**src/rtl/dtg_pkg.sv**
```systemverilog
package dtg_pkg;

    localparam int CMP_W   = 8;
    localparam int SEL_W   = 2;
    localparam int CFG_W   = 16;
    localparam int CMP_LSB = 8;
    localparam int SEL_LSB = 0;
    localparam int PRE_W   = (1 << SEL_W) - 1;
    localparam int CNT_W   = CMP_W + 1;

    typedef enum logic [SEL_W-1:0] {
        TICK_1 = 2'd0,
        TICK_2 = 2'd1,
        TICK_4 = 2'd2,
        TICK_8 = 2'd3
    } tick_sel_e;

    typedef struct packed {
        logic [CMP_W-1:0] cmp;
        tick_sel_e        sel;
    } dt_cfg_t;

    typedef enum logic [1:0] {
        PH_IDLE,
        PH_DEAD,
        PH_BLOCK,
        PH_DRIVE
    } ph_state_e;

    // Number of ticks to count for one interval.
    function automatic logic [CNT_W-1:0] load_ticks(input dt_cfg_t c);
        logic [CNT_W-1:0] base;
        base = {1'b0, c.cmp};
        return (c.sel == TICK_1) ? base + CNT_W'(1) : base;
    endfunction

    // Terminal value of the per-phase prescaler.
    function automatic logic [PRE_W-1:0] tick_mask(input tick_sel_e s);
        return PRE_W'((32'd1 << s) - 32'd1);
    endfunction

endpackage

```
**src/rtl/dtg_cfg_reg.sv**
```systemverilog
module dtg_cfg_reg
    import dtg_pkg::*;
(
    input  logic             clk,
    input  logic             rst,
    input  logic             we,
    input  logic [CFG_W-1:0] wdata,
    output dt_cfg_t          cfg,
    output logic             err
);

    localparam logic [CFG_W-1:0] FIELD_MASK =
        (CFG_W'((1 << CMP_W) - 1) << CMP_LSB) |
        (CFG_W'((1 << SEL_W) - 1) << SEL_LSB);

    dt_cfg_t cfg_q;

    // Middle bits of the word carry nothing.
    logic [CFG_W-1:0] spare_unused;
    assign spare_unused = wdata & ~FIELD_MASK;

    always_ff @(posedge clk) begin
        if (rst) begin
            cfg_q.cmp <= CMP_W'(1);
            cfg_q.sel <= TICK_1;
        end else if (we) begin
            cfg_q.cmp <= wdata[CMP_LSB +: CMP_W];
            cfg_q.sel <= tick_sel_e'(wdata[SEL_LSB +: SEL_W]);
        end
    end

    assign cfg = cfg_q;
    assign err = (cfg_q.cmp == '0);

endmodule

```
**src/rtl/dtg_prescale.sv**
```systemverilog
module dtg_prescale
    import dtg_pkg::*;
(
    input  logic      clk,
    input  logic      rst,
    input  logic      restart,
    input  logic      run,
    input  tick_sel_e sel,
    output logic      tick
);

    logic [PRE_W-1:0] pre_q;

    assign tick = run && (pre_q == tick_mask(sel));

    always_ff @(posedge clk) begin
        if (rst || restart) begin
            pre_q <= '0;
        end else if (run) begin
            pre_q <= tick ? '0 : pre_q + PRE_W'(1);
        end
    end

endmodule

```
**src/rtl/dtg_phase.sv**
```systemverilog
module dtg_phase
    import dtg_pkg::*;
(
    input  logic    clk,
    input  logic    rst,
    input  logic    pwm,
    input  dt_cfg_t cfg,
    output logic    hi,
    output logic    lo
);

    ph_state_e        st_q;
    logic             lvl_q;
    logic [CNT_W-1:0] cnt_q;
    tick_sel_e        sel_q;
    logic             hi_q;
    logic             lo_q;
    logic             chg;
    logic             tick;

    assign chg = (pwm != lvl_q);

    dtg_prescale u_pre (
        .clk     (clk),
        .rst     (rst),
        .restart (chg),
        .run     (st_q == PH_DEAD),
        .sel     (sel_q),
        .tick    (tick)
    );

    always_ff @(posedge clk) begin
        if (rst) begin
            st_q  <= PH_IDLE;
            lvl_q <= 1'b0;
            cnt_q <= '0;
            sel_q <= TICK_1;
            hi_q  <= 1'b0;
            lo_q  <= 1'b0;
        end else if (chg) begin
            // New level: blank both sides, snapshot the configuration.
            lvl_q <= pwm;
            hi_q  <= 1'b0;
            lo_q  <= 1'b0;
            sel_q <= cfg.sel;
            cnt_q <= load_ticks(cfg);
            st_q  <= (cfg.cmp == '0) ? PH_BLOCK : PH_DEAD;
        end else if (st_q == PH_DEAD && tick) begin
            cnt_q <= cnt_q - CNT_W'(1);
            if (cnt_q == CNT_W'(1)) begin
                st_q <= PH_DRIVE;
                hi_q <= lvl_q;
                lo_q <= ~lvl_q;
            end
        end
    end

    assign hi = hi_q;
    assign lo = lo_q;

endmodule

```
**src/rtl/tri_deadtime_gen.sv**
```systemverilog
module tri_deadtime_gen
    import dtg_pkg::*;
#(
    parameter int PHASES = 3
) (
    input  logic              clk,
    input  logic              rst,
    input  logic              cfg_we,
    input  logic [CFG_W-1:0]  cfg_wdata,
    input  logic [PHASES-1:0] pwm_in,
    output logic [PHASES-1:0] gate_hi,
    output logic [PHASES-1:0] gate_lo,
    output logic              cfg_err
);

    dt_cfg_t cfg;

    dtg_cfg_reg u_cfg (
        .clk   (clk),
        .rst   (rst),
        .we    (cfg_we),
        .wdata (cfg_wdata),
        .cfg   (cfg),
        .err   (cfg_err)
    );

    for (genvar p = 0; p < PHASES; p++) begin : g_leg
        dtg_phase u_leg (
            .clk (clk),
            .rst (rst),
            .pwm (pwm_in[p]),
            .cfg (cfg),
            .hi  (gate_hi[p]),
            .lo  (gate_lo[p])
        );
    end

endmodule

```
**config.mk**
```make
export PLATFORM = sky130hd
export DESIGN_NAME = tri_deadtime_gen
export DESIGN_NICKNAME = d
export VERILOG_FILES = /design/src/rtl/dtg_pkg.sv /design/src/rtl/dtg_cfg_reg.sv /design/src/rtl/dtg_prescale.sv /design/src/rtl/dtg_phase.sv /design/src/rtl/tri_deadtime_gen.sv
export SDC_FILE = /design/constraint.sdc
export NUM_CORES = 1
export LEC_CHECK = 0
export ABC_AREA = 1
export BUFFER_PORTS_ARGS = -buffer_cell sky130_fd_sc_hd__clkbuf_2
export CORE_MARGIN = 8
export CORE_UTILIZATION = 60
export DETAILED_ROUTE_END_ITERATION = 10
export PLACE_DENSITY = 0.88
export SYNTH_ARGS = -nofsm -noshare
export SYNTH_HDL_FRONTEND = slang
export SYNTH_HIERARCHICAL = 1
export SYNTH_SLANG_ARGS = --single-unit
```
**constraint.sdc**
```tcl
create_clock -name clk -period 4.33 [get_ports clk]
set_input_delay 0.2165 -clock clk [delete_from_list [all_inputs] [get_ports clk]]
set_output_delay 0.2165 -clock clk [all_outputs]
set_load 0.005 [all_outputs]
```
# Yosys cells after proc, flatten, opt, wreduce, memory -nomap -nowiden
# Index checks and enable logic that the tools add are counted.
[word_totals] ramBits=0 mem_bits_ro=0 n_memories=0 wordCells=97 register_bits=67 output_inout_bits=7 latch_bits=0 in_bits=22
[classes] mux=20 add_sub_neg=10 bitwise_logic=3 shift=3 multipliers=0 eq_ne=12 div=0 reduce_logical=26 n_lt_le_gt_ge=0
[op_table] operator="9-bit 2-to-1 mux" n=7
[op_table] operator="9-bit by 1-bit equality test with 1-bit output, second input constant" n=3
[op_table] operator="9-bit by 1-bit subtractor with 9-bit output, second input constant" n=3
[op_table] operator="2-bit 2-to-1 mux" n=10
[op_table] operator="2-bit AND reduction" n=6
[op_table] operator="2-bit nonzero test" n=6
[op_table] operator="3-bit by 1-bit adder with 3-bit output, second input constant" n=3
[op_table] operator="8-bit by 1-bit adder with 9-bit output, second input constant" n=1
[op_table] operator="3-bit equality test" n=3
[op_table] operator="3-bit 2-to-1 mux" n=3
[op_table] operator="1-bit by 2-bit << shifter with 3-bit output, first input constant" n=3
[op_table] operator="3-bit by 1-bit subtractor with 3-bit output, second input constant" n=3
[op_table] operator="8-bit logical NOT" n=1
[op_table] operator="2-bit by 1-bit equality test with 1-bit output, second input constant" n=3
[op_table] operator="1-bit logical AND" n=6
[op_table] operator="2-bit OR reduction" n=3
[op_table] operator="1-bit logical OR" n=3
[op_table] operator="1-bit != test" n=3
[op_table] operator="1-bit NOT" n=3
[op_table] operator="2-bit logical NOT" n=1

# Longest topological paths before layout
# Gate-level depths: netlist of run 1.
[logic_depth] depth_word=7 ltp_mapped=13 ltp_nobuf=13

# By module
# Netlist of run 1, hierarchy kept.
[modules_own_cells] mod="dtg_phase at g_leg[0].u_leg ..." cells_per_inst=180 seq_area_each_um2=320.3 n_inst=2 area_each_um2=1157.4
[modules_own_cells] mod="dtg_phase at g_leg[1].u_leg" cells_per_inst=181 seq_area_each_um2=320.3 n_inst=1 area_each_um2=1149.9
[modules_own_cells] mod="dtg_prescale" cells_per_inst=36 seq_area_each_um2=60.1 n_inst=3 area_each_um2=215.2
[modules_own_cells] mod="dtg_cfg_reg" cells_per_inst=50 seq_area_each_um2=200.2 n_inst=1 area_each_um2=375.4

# Worst setup path after synthesis of run 1
# Ideal clock, no wire load.
[synth_timing] path_type="flip-flop to flip-flop" from="register g_leg[0].u_leg.st_q[0]" to="register g_leg[0].u_leg.cnt_q[8]" path_buffers=0 stages_incl_launch_ff=14 arrival_time_ps=1534 required_time_ps=4213 path_slack_ps=2680 setup_time_ps=117 cell_sequence="dfxtp_1 > inv_1 > nor2_1 > nand2_1 > nor2_1 > nand3_2 > inv_1 > nand3_2 > inv_1 > nand2_1 > inv_1 > nand3_1 > nand2_1 > a21oi_1"
[synth_via] elab_chain_cells=4
[synth_lines] element="start: declaration" line="dtg_phase.sv:12" text="ph_state_e st_q;"
[synth_lines] element="start signal: assignment" line="dtg_phase.sv:47" text="st_q <= (cfg.cmp == '0) ? PH_BLOCK : PH_DEAD;"
[synth_lines] element="2-bit by 1-bit equality test with 1-bit output" line="dtg_phase.sv:27" text=".run (st_q == PH_DEAD),"
[synth_lines] element="1-bit logical AND" line="dtg_prescale.sv:14" text="assign tick = run && (pre_q == tick_mask(sel));"
[synth_lines] element="via g_leg[0].u_leg.tick" line="dtg_phase.sv:19" text="logic tick;"
[synth_lines] element="1-bit logical AND" line="dtg_phase.sv:48" text="end else if (st_q == PH_DEAD && tick) begin"
[synth_lines] element="2-bit nonzero test (no line)"
[synth_lines] element="end signal: assignment" line="dtg_phase.sv:46" text="cnt_q <= load_ticks(cfg);"
[synth_lines] element="end signal: assignment" line="dtg_phase.sv:49" text="cnt_q <= cnt_q - CNT_W'(1);"
[synth_lines] element="end: declaration" line="dtg_phase.sv:14" text="logic [CNT_W-1:0] cnt_q;"
# The timed path passes the listed nets, and every way through them passes these cells.
# A chain may end at the register's enable or synchronous reset.

# Worst setup path after layout of run 1
[layout_timing] from="register g_leg[2].u_leg.st_q[0]" to="register g_leg[2].u_leg.cnt_q[8]"
[layout_via] elab_chain_cells=4
[layout_lines] element="start: declaration" line="dtg_phase.sv:12"
[layout_lines] element="start signal: assignment" line="dtg_phase.sv:47"
[layout_lines] element="2-bit by 1-bit equality test with 1-bit output" line="dtg_phase.sv:27"
[layout_lines] element="1-bit logical AND" line="dtg_prescale.sv:14"
[layout_lines] element="via g_leg[2].u_leg.tick" line="dtg_phase.sv:19"
[layout_lines] element="1-bit logical AND" line="dtg_phase.sv:48"
[layout_lines] element="2-bit nonzero test (no line)"
[layout_lines] element="end signal: assignment" line="dtg_phase.sv:46"
[layout_lines] element="end signal: assignment" line="dtg_phase.sv:49"
[layout_lines] element="end: declaration" line="dtg_phase.sv:14"
# The timed path passes the listed nets, and every way through them passes these cells.

==> metrics, run 1 <==
# IOs 29; cell taking the most area after synthesis dfxtp_1; top-area cell type share of the netlist area 29.90%; fin. max-slew vios 0; vias in the first global route 4265; Crit. End Element flop; Max Root-Sink Buffers 2; Routed Antenna Nets 0; htree depth 3; PwrDens 341.6 mW/mm^2; first-pass GRT wire length 18.18 mm; clock share of power 33.3%; reg2reg start g_leg[2].u_leg/st_q[0]$_SDFFE_PP0P_; Top Usage Layer GRT met2; DRC Markers 0; Net Sw Frac 33.94%; mapped cell area 0.004486 mm^2; hold_buf cts 0; Root Driver clkbuf_8; fmax 0.4775 GHz; Worst EP arrival 2310 ps; Psw 0.5555 mW; final RePlAce weighted congestion 0.8860; Post-CTS Setup Bufs 0; Num CTS Buffers 9; Pleak 2.217 nW; placement row count 31; GR Layer Usage met1 24.06%; layout cell share with drive strength beyond 1 12.48%; Worst Tran Pin Value 885.7 ps; Die X 102.5 um; # fillers 647; TNS Setup 0 ps; Mapped Nets 736; Syn. warnings 6; CTS tree yes; RSZ-0062 raised after global routing no; ranking of synthesized cells by area dfxtp_1, nand2_1, inv_1; period utilization 48.37%; Worst EP required 4550 ps; Critical R2R Capture g_leg[2].u_leg/cnt_q[8]$_SDFFE_PP0P_; hold path cells 3; R2R setup slack 2240 ps; Initial Util 61.84%; CP Cell Sequence inv_1 > nor2_1 > nand2_1 > nor2_1 > nand3_2 > inv_1 > nand3_2 > inv_1 > nand2_1 > inv_1 > nand3_1 > nand2_1 > a21oi_1; Clock Skews 7.593 ps; Comb pwr share 22.3%; Worst Hold Class in -> reg; Avg WL per Cell 12.91 um; Area Overhead vs Synth 6.806%; Worst slew margin 40.87%; sequential fraction of design power 44.4%; critical path's largest stage delay 350 ps; initial antenna violation count 0; met3 usage 3.951%; synthesized area per cell 6.417 um^2; PortBufs 22; crit path launch type flop; most frequent CP cell inv_1; grt met2 use 36.86%; critical path peak fanout 7; Fin. Hold Viols 0; Skew-Pair Late Insertion Delay 340 ps; routed wire length 10.59 mm; R2R depth 13; sequential fraction of the synthesis area 29.90%; vias after detailed routing 4553; Mapped Cells 699; initial drt markers 315; most common cell in the netlist nand2_1; Yosys reg bits 67; worst hold start cfg_wdata[8]; drt pass-1 iters 5; Hold Path End u_cfg/cfg[2]$_SDFFE_PP1P_; chip height 102.5 um; VDD IR-drop max 0.2477 mV; CP max-delay cell dfxtp_1; Reg clk slew, reported paths 80 ps; die area 0.01050 mm^2; most frequent cells after synthesis nand2_1, inv_1, nor2_1; Synth cell types 34; fin nets 753; FFs w/ async S/R, synth 0%; Setup Viol. Count Final 0; number of vias per cell 5.552; outcome completed; global route overflow 0; Max-Cap Viols 0; Post-synth EDFFs 0; WS Path Type reg -> reg; Core Area 0.007253 mm^2; total power draw 1.637 mW; min cycle time layout 2094 ps; largest net degree at the start of global routing 32; HPWL Detailed 7.176 mm; total track usage 21.22%; ys flop type dfxtp_1; post_cts resized 0; clock sink count 67; number of diodes 0; internal power 1.081 mW
-- through the flow --
step / utilization (%) / instance area [um^2] / std cells / hold slack, ps / setup WS, ps
global route: 66.05 / 4791 / 820 / 87.52 / 2057
detailed placement: 63.12 / 4578 / 804 / 436.0 / 2335
CTS: 66.05 / 4791 / 820 / 65.53 / 2293
finish: 66.05 / 4791 / 820 / 85.19 / 2236
floorplan: - / 4486 / 699 / 341.4 / 2680
global placement: 63.12 / 4578 / 804 / 434.6 / 2407
-- power by group through the flow --
stage / Clock, mW / Combinational, mW / Sequential, mW
2_1_floorplan: 0 / 0.306 / 0.714
3_3_place_gp: 0 / 0.337 / 0.735
3_5_place_dp: 0 / 0.354 / 0.738
4_1_cts: 0.561 / 0.360 / 0.724
5_1_grt: 0.591 / 0.414 / 0.734
6_report: 0.546 / 0.365 / 0.726
-- placed cells by master (no fill, tap or decap), types with 5 or more instances in the layout --
cell type,count
a21oi_2,6
nor3_1,8
o21ai_1,9
nand2_2,8
nor2_1,100
inv_2,6
nor2_2,5
nand2_1,147
clkbuf_2,22
nand4_1,18
clkbuf_8,11
o21a_1,6
a21oi_1,41
nand3_2,11
ha_1,15
nor2_4,6
inv_1,103
nand3_1,56
o21ai_0,42
dfxtp_1,67
o21ai_2,6
o211ai_1,6
-- final cells by class --
type	instances	area, um^2	share of cell area, %
tap	99	123.9	2.586
clock buffer	11	151.4	3.160
clock inverter	5	61.31	1.280
inverter	110	414.1	8.645
multi-input combinational	506	2589	54.03
timing repair buffer	22	110.1	2.298
sequential	67	1341	28.00
-- critical path: cells and delay by family, from the launching register on --
kind                   cells  cell delay [ps]
buffers and inverters      4              460
AOI/OAI and AO/OA          1               40
and+or+nand+nor            8             1130
DFF                        1              350
-- flip-flops by register name, summed over array words and instances (netlist names) --
name / flops
g_leg.u_leg/sel_q: 6
u_cfg/cfg: 10
g_leg.u_leg/hi: 3
g_leg.u_leg/u_pre/pre_q: 9
g_leg.u_leg/st_q: 6
g_leg.u_leg/cnt_q: 27
g_leg.u_leg/lvl_q: 3
g_leg.u_leg/lo: 3
-- worst max-delay path by stage --
stage | start | to | slack (ps)
floorplan | g_leg[0].u_leg/st_q[0]$_SDFFE_PP0P_ | g_leg[0].u_leg/cnt_q[8]$_SDFFE_PP0P_ | 2680
global placement | g_leg[0].u_leg/st_q[0]$_SDFFE_PP0P_ | g_leg[0].u_leg/cnt_q[6]$_SDFFE_PP0P_ | 2410
detailed placement | g_leg[2].u_leg/st_q[0]$_SDFFE_PP0P_ | g_leg[2].u_leg/cnt_q[8]$_SDFFE_PP0P_ | 2340
CTS | g_leg[2].u_leg/st_q[0]$_SDFFE_PP0P_ | g_leg[2].u_leg/cnt_q[8]$_SDFFE_PP0P_ | 2290
global route | g_leg[0].u_leg/st_q[0]$_SDFFE_PP0P_ | g_leg[0].u_leg/cnt_q[6]$_SDFFE_PP0P_ | 2060
finish | g_leg[2].u_leg/st_q[0]$_SDFFE_PP0P_ | g_leg[2].u_leg/cnt_q[8]$_SDFFE_PP0P_ | 2240
-- per-layer routing --
layer / vias up / wire (um)
met3: 22 / 640
met1: 2084 / 4653
met5: - / 0
met4: 0 / 170
met2: 162 / 5120
li1: 2285 / -
-- cell families after synthesis --
group	Yosys count	synth area share [%]
AO/OA/AOI/OAI	122	15.56
XOR/XNOR	3	0.5859
adder cells (fa/ha/maj)	15	4.184
buffers and inverters	126	12.38
flip-flops	67	29.90
AND/OR/NAND/NOR	366	37.38
(Power assumes the default switching activity.)
==> inputs of run 2 (changes only) <==
ABC_AREA = 0   (was 1)
CORE_UTILIZATION = 55   (was 60)
PLACE_DENSITY = 0.86   (was 0.88)
clock period = 1.9 ns   (was 4.33 ns; I/O delays follow)
==> metrics, run 2 <==
crit path launch type flop; clock sink count 67; Fin. Hold Viols 0; chip height 101.1 um; layout cell share with drive strength beyond 1 27.87%; # IOs 29; CP max-delay cell or4_4; Crit. End Element flop; number of vias per cell 6.286; DRC Markers 0; RSZ-0062 raised after global routing yes; fin. max-slew vios 0; Post-synth EDFFs 0; Core Area 0.007137 mm^2; Avg WL per Cell 18.12 um; Pleak 1.915 nW; critical path peak fanout 3; Reg clk slew, reported paths 70 ps; TNS Setup -9699 ps; Max-Cap Viols 0; VDD IR-drop max 0.5581 mV; placement row count 31; largest net degree at the start of global routing 20; commonest cells after routing, fill and taps aside dfxtp_1, buf_4, nor2_1; drt pass-1 iters 7; HPWL Detailed 6.782 mm; PortBufs 22; fmax 0.4264 GHz; CTS tree yes; global route overflow 0; Mapped Nets 489; placed insts 605; top-area cell type share of the netlist area 33.64%; Routed Antenna Nets 0; clock share of power 33.3%; CP Cell Sequence or4_4 > mux2i_2 > a31oi_2 > nor2b_2 > nand4b_1 > nor4_1 > nor3_2 > a211oi_1; routed wire length 11.41 mm; initial antenna violation count 0; max reg flops 27; die area 0.01023 mm^2; period utilization 123.4%; internal power 2.478 mW; # fillers 500; vias in the first global route 3824; Worst Tran Pin Value 729.9 ps; Clock Skews 14.63 ps; vias after detailed routing 3960; Worst slew margin 50.65%; Layout Cells excl Fill 630; critical path's largest stage delay 530 ps; cell taking the most area after synthesis dfxtp_1; Yosys reg bits 67; Net Sw Frac 31.72%; min cycle time layout 2345 ps; Worst EP required 2160 ps; Max Root-Sink Buffers 2; ranking of synthesized cells by area dfxtp_1, xnor2_1, ha_1; Syn. warnings 6; WS Path Type reg -> reg; Synth cell types 43; htree depth 3; Die X 101.1 um; Worst Hold Class in -> reg; synthesized area per cell 8.822 um^2; total track usage 20.65%; most common cell after layout, fill and taps aside dfxtp_1; Worst EP arrival 2600 ps; Root Driver clkbuf_8; worst hold slack 16.19 ps; fin nets 563; sequential fraction of design power 45.0%; FFs w/ async S/R, synth 0%; most common cell in the netlist dfxtp_1; ys flop type dfxtp_1; Psw 1.151 mW; failing checks negative setup slack; fin worst setup slack -445.4 ps; final RePlAce weighted congestion 0.8087; Skew-Pair Late Insertion Delay 350 ps; Biggest register g_leg.u_leg/cnt_q; Initial Util 55.87%; total power draw 3.630 mW; number of diodes 0; initial drt markers 387; Setup Viol. Count Final 36; most frequent cells after synthesis dfxtp_1, nor2_1, inv_1, xnor2_1, nand2_1; Num CTS Buffers 9; outcome complete, but fails checks; Area Overhead vs Synth 26.07%; Mapped Cells 452; mapped cell area 0.003988 mm^2; Comb pwr share 21.7%; sequential fraction of the synthesis area 33.64%; PwrDens 722.0 mW/mm^2; first-pass GRT wire length 17.28 mm
run 2: cell types whose count changed after synthesis, sizes merged, moves of 18 or more:
cell	before	now
o21ai	57	9
nor2	111	40
inv	109	24
xor2	0	18
xnor2	3	24
nand3	67	9
nand2	157	21
a21oi	47	18
run 2: power groups by stage:
stage          logic, mW  registers (mW)  clock network [mW]
2_1_floorplan      0.457            1.60                   0
3_3_place_gp       0.621            1.63                   0
3_5_place_dp       0.648            1.64                   0
4_1_cts            0.717            1.61                1.21
5_1_grt            0.847            1.64                1.28
6_report           0.788            1.63                1.21
run 2: worst paths after layout:
path / start / endpoint / slack [ps] / depth (start not counted)
min: cfg_wdata[10] / u_cfg/cfg[4]$_SDFFE_PP0P_ / 20 / 3
min reg2reg: g_leg[1].u_leg/hi$_SDFFE_PP0P_ / g_leg[1].u_leg/hi$_SDFFE_PP0P_ / 510 / 2
max: g_leg[0].u_leg/u_pre/pre_q[1]$_SDFFE_PP0P_ / g_leg[0].u_leg/cnt_q[4]$_SDFFE_PP0P_ / -450 / 8
max reg2reg: g_leg[0].u_leg/u_pre/pre_q[1]$_SDFFE_PP0P_ / g_leg[0].u_leg/cnt_q[4]$_SDFFE_PP0P_ / -450 / 8
run 2: what timing repair did:
item | 4_1_cts | 5_1_grt
pin swaps | 30 | 19
endpoints found under the hold margin | 8 | 0
buffers inserted | 4 | 0
gates resized for setup | 25 | 26
endpoints found under the setup margin | 36 | 36
hold buffers | 8 | 0
run 2: cell type report:
| cell class | instances | area [um^2] | area share [%] |
|---|---|---|---|
| timing repair buffer | 71 | 520.5 | 10.35 |
| inverter | 24 | 90.09 | 1.792 |
| clock inverter | 5 | 52.55 | 1.045 |
| multi-input combinational | 353 | 2744 | 54.58 |
| sequential | 67 | 1355 | 26.95 |
| tap | 99 | 123.9 | 2.464 |
| clock buffer | 11 | 141.4 | 2.812 |
run 2: critical path: cells and delay by family (launching register included):
kind	cells	cell delay (ps)
mux	1	200
compound gates	2	260
simple gates	5	1460
flops	1	340
run 2: kinds of logic after synthesis:
kind of cell	count (synthesis)	share of synthesized area, %
muxes	15	3.859
buffers and inverters	32	3.200
and+or+nand+nor	193	29.81
adders and majority gates	15	4.707
xor gates and xnor gates	42	9.225
AOI/OAI and AO/OA	88	15.56
DFF	67	33.64
run 2: per-layer routing:
| metal | wire [um] | up-vias | GRT usage [%] |
|---|---|---|---|
| met3 | 608 | 37 | 3.230 |
| met5 | 0 | - | 0 |
| li1 | - | 1834 | - |
| met1 | 4712 | 1896 | 23.45 |
| met4 | 335 | 0 | 10.54 |
| met2 | 5758 | 193 | 36.54 |
run 2: through the flow:
| stage | worst slack (ps) | cell area, um^2 | utilization (%) |
|---|---|---|---|
| 2_1_floorplan | -259.6 | 4014 | - |
| 3_3_place_gp | -220.6 | 4511 | 63.20 |
| 3_5_place_dp | -320.2 | 4511 | 63.20 |
| 4_1_cts | -311.1 | 4922 | 68.97 |
| 5_1_grt | -512.9 | 5027 | 70.44 |
| 6_report | -445.4 | 5027 | 70.44 |
==> inputs of run 3 (changes only) <==
ABC_AREA = 1   (was 0)
PLACE_DENSITY = 0.85   (was 0.86)
TNS_END_PERCENT = 1   (was unset)
==> metrics, run 3 (synthesis gave the netlist of run 1 again) <==
hold path cells 3; Max-Cap Viols 0; largest net degree at the start of global routing 26; htree depth 3; Biggest register g_leg.u_leg/cnt_q; Routed Antenna Nets 0; routed wire length 10.83 mm; fin nets 775; period utilization 92.81%; first-pass GRT wire length 18.76 mm; placed insts 820; Fin. Hold Viols 0; clock sink count 67; # IOs 29; dpl cell area 0.004661 mm^2; VDD IR-drop max 0.4512 mV; Post-CTS Setup Bufs 0; final RePlAce weighted congestion 0.9244; Reg clk slew, reported paths 70 ps; Worst Hold Class in -> reg; drt pass-1 iters 5; Critical R2R Capture g_leg[1].u_leg/cnt_q[8]$_SDFFE_PP0P_; die area 0.01130 mm^2; commonest cells after routing, fill and taps aside nand2_1, inv_1, nor2_1; critical path peak fanout 6; Post-Place Worst Slack 144.5 ps; Worst EP required 2130 ps; Pleak 2.324 nW; min cycle time layout 1763 ps; PortBufs 22; Worst EP arrival 2000 ps; Num CTS Buffers 9; R2R depth 13; worst hold start cfg_wdata[0]; PwrDens 776.2 mW/mm^2; total track usage 19.63%; placement row count 33; fmax 0.5671 GHz; vias after detailed routing 4614; HPWL Detailed 7.422 mm; vias in the first global route 4325; worst hold slack 14.28 ps; Layout Cells excl Fill 848; TNS Setup 0 ps; Worst slew margin 59.34%; Die X 106.3 um; global route overflow 0; fin. max-slew vios 0; RSZ-0062 raised after global routing yes; number of diodes 0; Clock Skews 4.956 ps; initial antenna violation count 0; Core Area 0.008051 mm^2; fin worst setup slack 136.7 ps; number of vias per cell 5.441; total power draw 3.894 mW; DRC Markers 0; chip height 106.3 um; Skew-Pair Late Insertion Delay 350 ps; WS Path Type reg -> reg; most common cell after layout, fill and taps aside nand2_1; Max Root-Sink Buffers 2; R2R setup slack 140 ps; reg2reg start g_leg[1].u_leg/st_q[0]$_SDFFE_PP0P_; outcome completed; crit path launch type flop; post-route cell area 0.005016 mm^2; layout cell share with drive strength beyond 1 13.86%; Hold Path End u_cfg/cfg[0]$_SDFFE_PP0P_; max reg flops 27; CTS tree yes; final core area utilization 62.30%; Crit. End Element flop; Area Overhead vs Synth 11.83%; Root Driver clkbuf_8; Avg WL per Cell 12.77 um; Setup Viol. Count Final 0; Initial Util 55.71%; Worst Tran Pin Value 609.1 ps; initial drt markers 320
==> run 3: cell types whose count changed in the layout (fill, tap and decap cells not counted), moves of 12 or more <==
cell / before / now
nand3b_1: 15 / 0
o21ai_0: 6 / 42
nor2_1: 34 / 100
a21oi_1: 16 / 41
buf_4: 35 / 10
nand2b_1: 15 / 0
xnor2_1: 15 / 3
nand3_1: 6 / 56
inv_1: 24 / 100
nand2_1: 21 / 146
xor2_1: 18 / 0
==> run 3: how the worst max path moves through the flow <==
| stage | startpoint | to | slack (ps) | cells after the start |
|---|---|---|---|---|
| after floorplan | g_leg[0].u_leg/st_q[0]$_SDFFE_PP0P_ | g_leg[0].u_leg/cnt_q[8]$_SDFFE_PP0P_ | 250 | 13 |
| after global routing | g_leg[1].u_leg/st_q[0]$_SDFFE_PP0P_ | g_leg[1].u_leg/cnt_q[8]$_SDFFE_PP0P_ | -7 | 13 |
| after CTS | g_leg[1].u_leg/st_q[0]$_SDFFE_PP0P_ | g_leg[1].u_leg/cnt_q[8]$_SDFFE_PP0P_ | 110 | 13 |
| after detailed placement | g_leg[2].u_leg/st_q[0]$_SDFFE_PP0P_ | g_leg[2].u_leg/cnt_q[8]$_SDFFE_PP0P_ | 140 | 13 |
| final | g_leg[1].u_leg/st_q[0]$_SDFFE_PP0P_ | g_leg[1].u_leg/cnt_q[8]$_SDFFE_PP0P_ | 140 | 13 |
| after global placement | g_leg[0].u_leg/st_q[0]$_SDFFE_PP0P_ | g_leg[0].u_leg/cnt_q[8]$_SDFFE_PP0P_ | 220 | 13 |
==> run 3: repair_timing <==
action / in CTS / in global routing
hold buffers: 12 / 0
setup endpoints to repair: 0 / 17
resized for setup: 0 / 6
endpoints found under the hold margin: 12 / 0
==> run 3: critical path, cell delays in order (launching register included) <==
cell and delay [ps]:
dfxtp_1 350, inv_1 60, nor2_1 130, nand2_1 70, nor2_1 110, nand3_2 120, inv_1 90, nand3_2 170
inv_4 130, nand2_1 90, inv_1 110, nand3_1 100, nand2_1 80, a21oi_1 40
==> run 3: area by class of cell <==
class	count	area (um^2)
Fill cell	695	3035
Multi-Input combinational cell	506	2591
Sequential cell	67	1341
Inverter	110	419.2
Timing Repair Buffer	44	305.3
Clock buffer	12	155.1
Tap cell	105	131.4
Clock inverter	4	72.57
==> run 3: report_power, final <==
part / total (mW) / internal, mW / switching (mW)
clock: 1.36 / 0.809 / 0.556
sequential: 1.63 / 1.50 / 0.128
combinational: 0.896 / 0.316 / 0.580
==> run 3: routing by layer <==
metal  GRT usage (%)  share of wire, %  up-vias
met4           7.437               1.6        0
met5               0                 0        -
met2           33.78                49      134
met1           23.22                45     2129
met3           4.477               4.5       15
li1                -                 -     2336
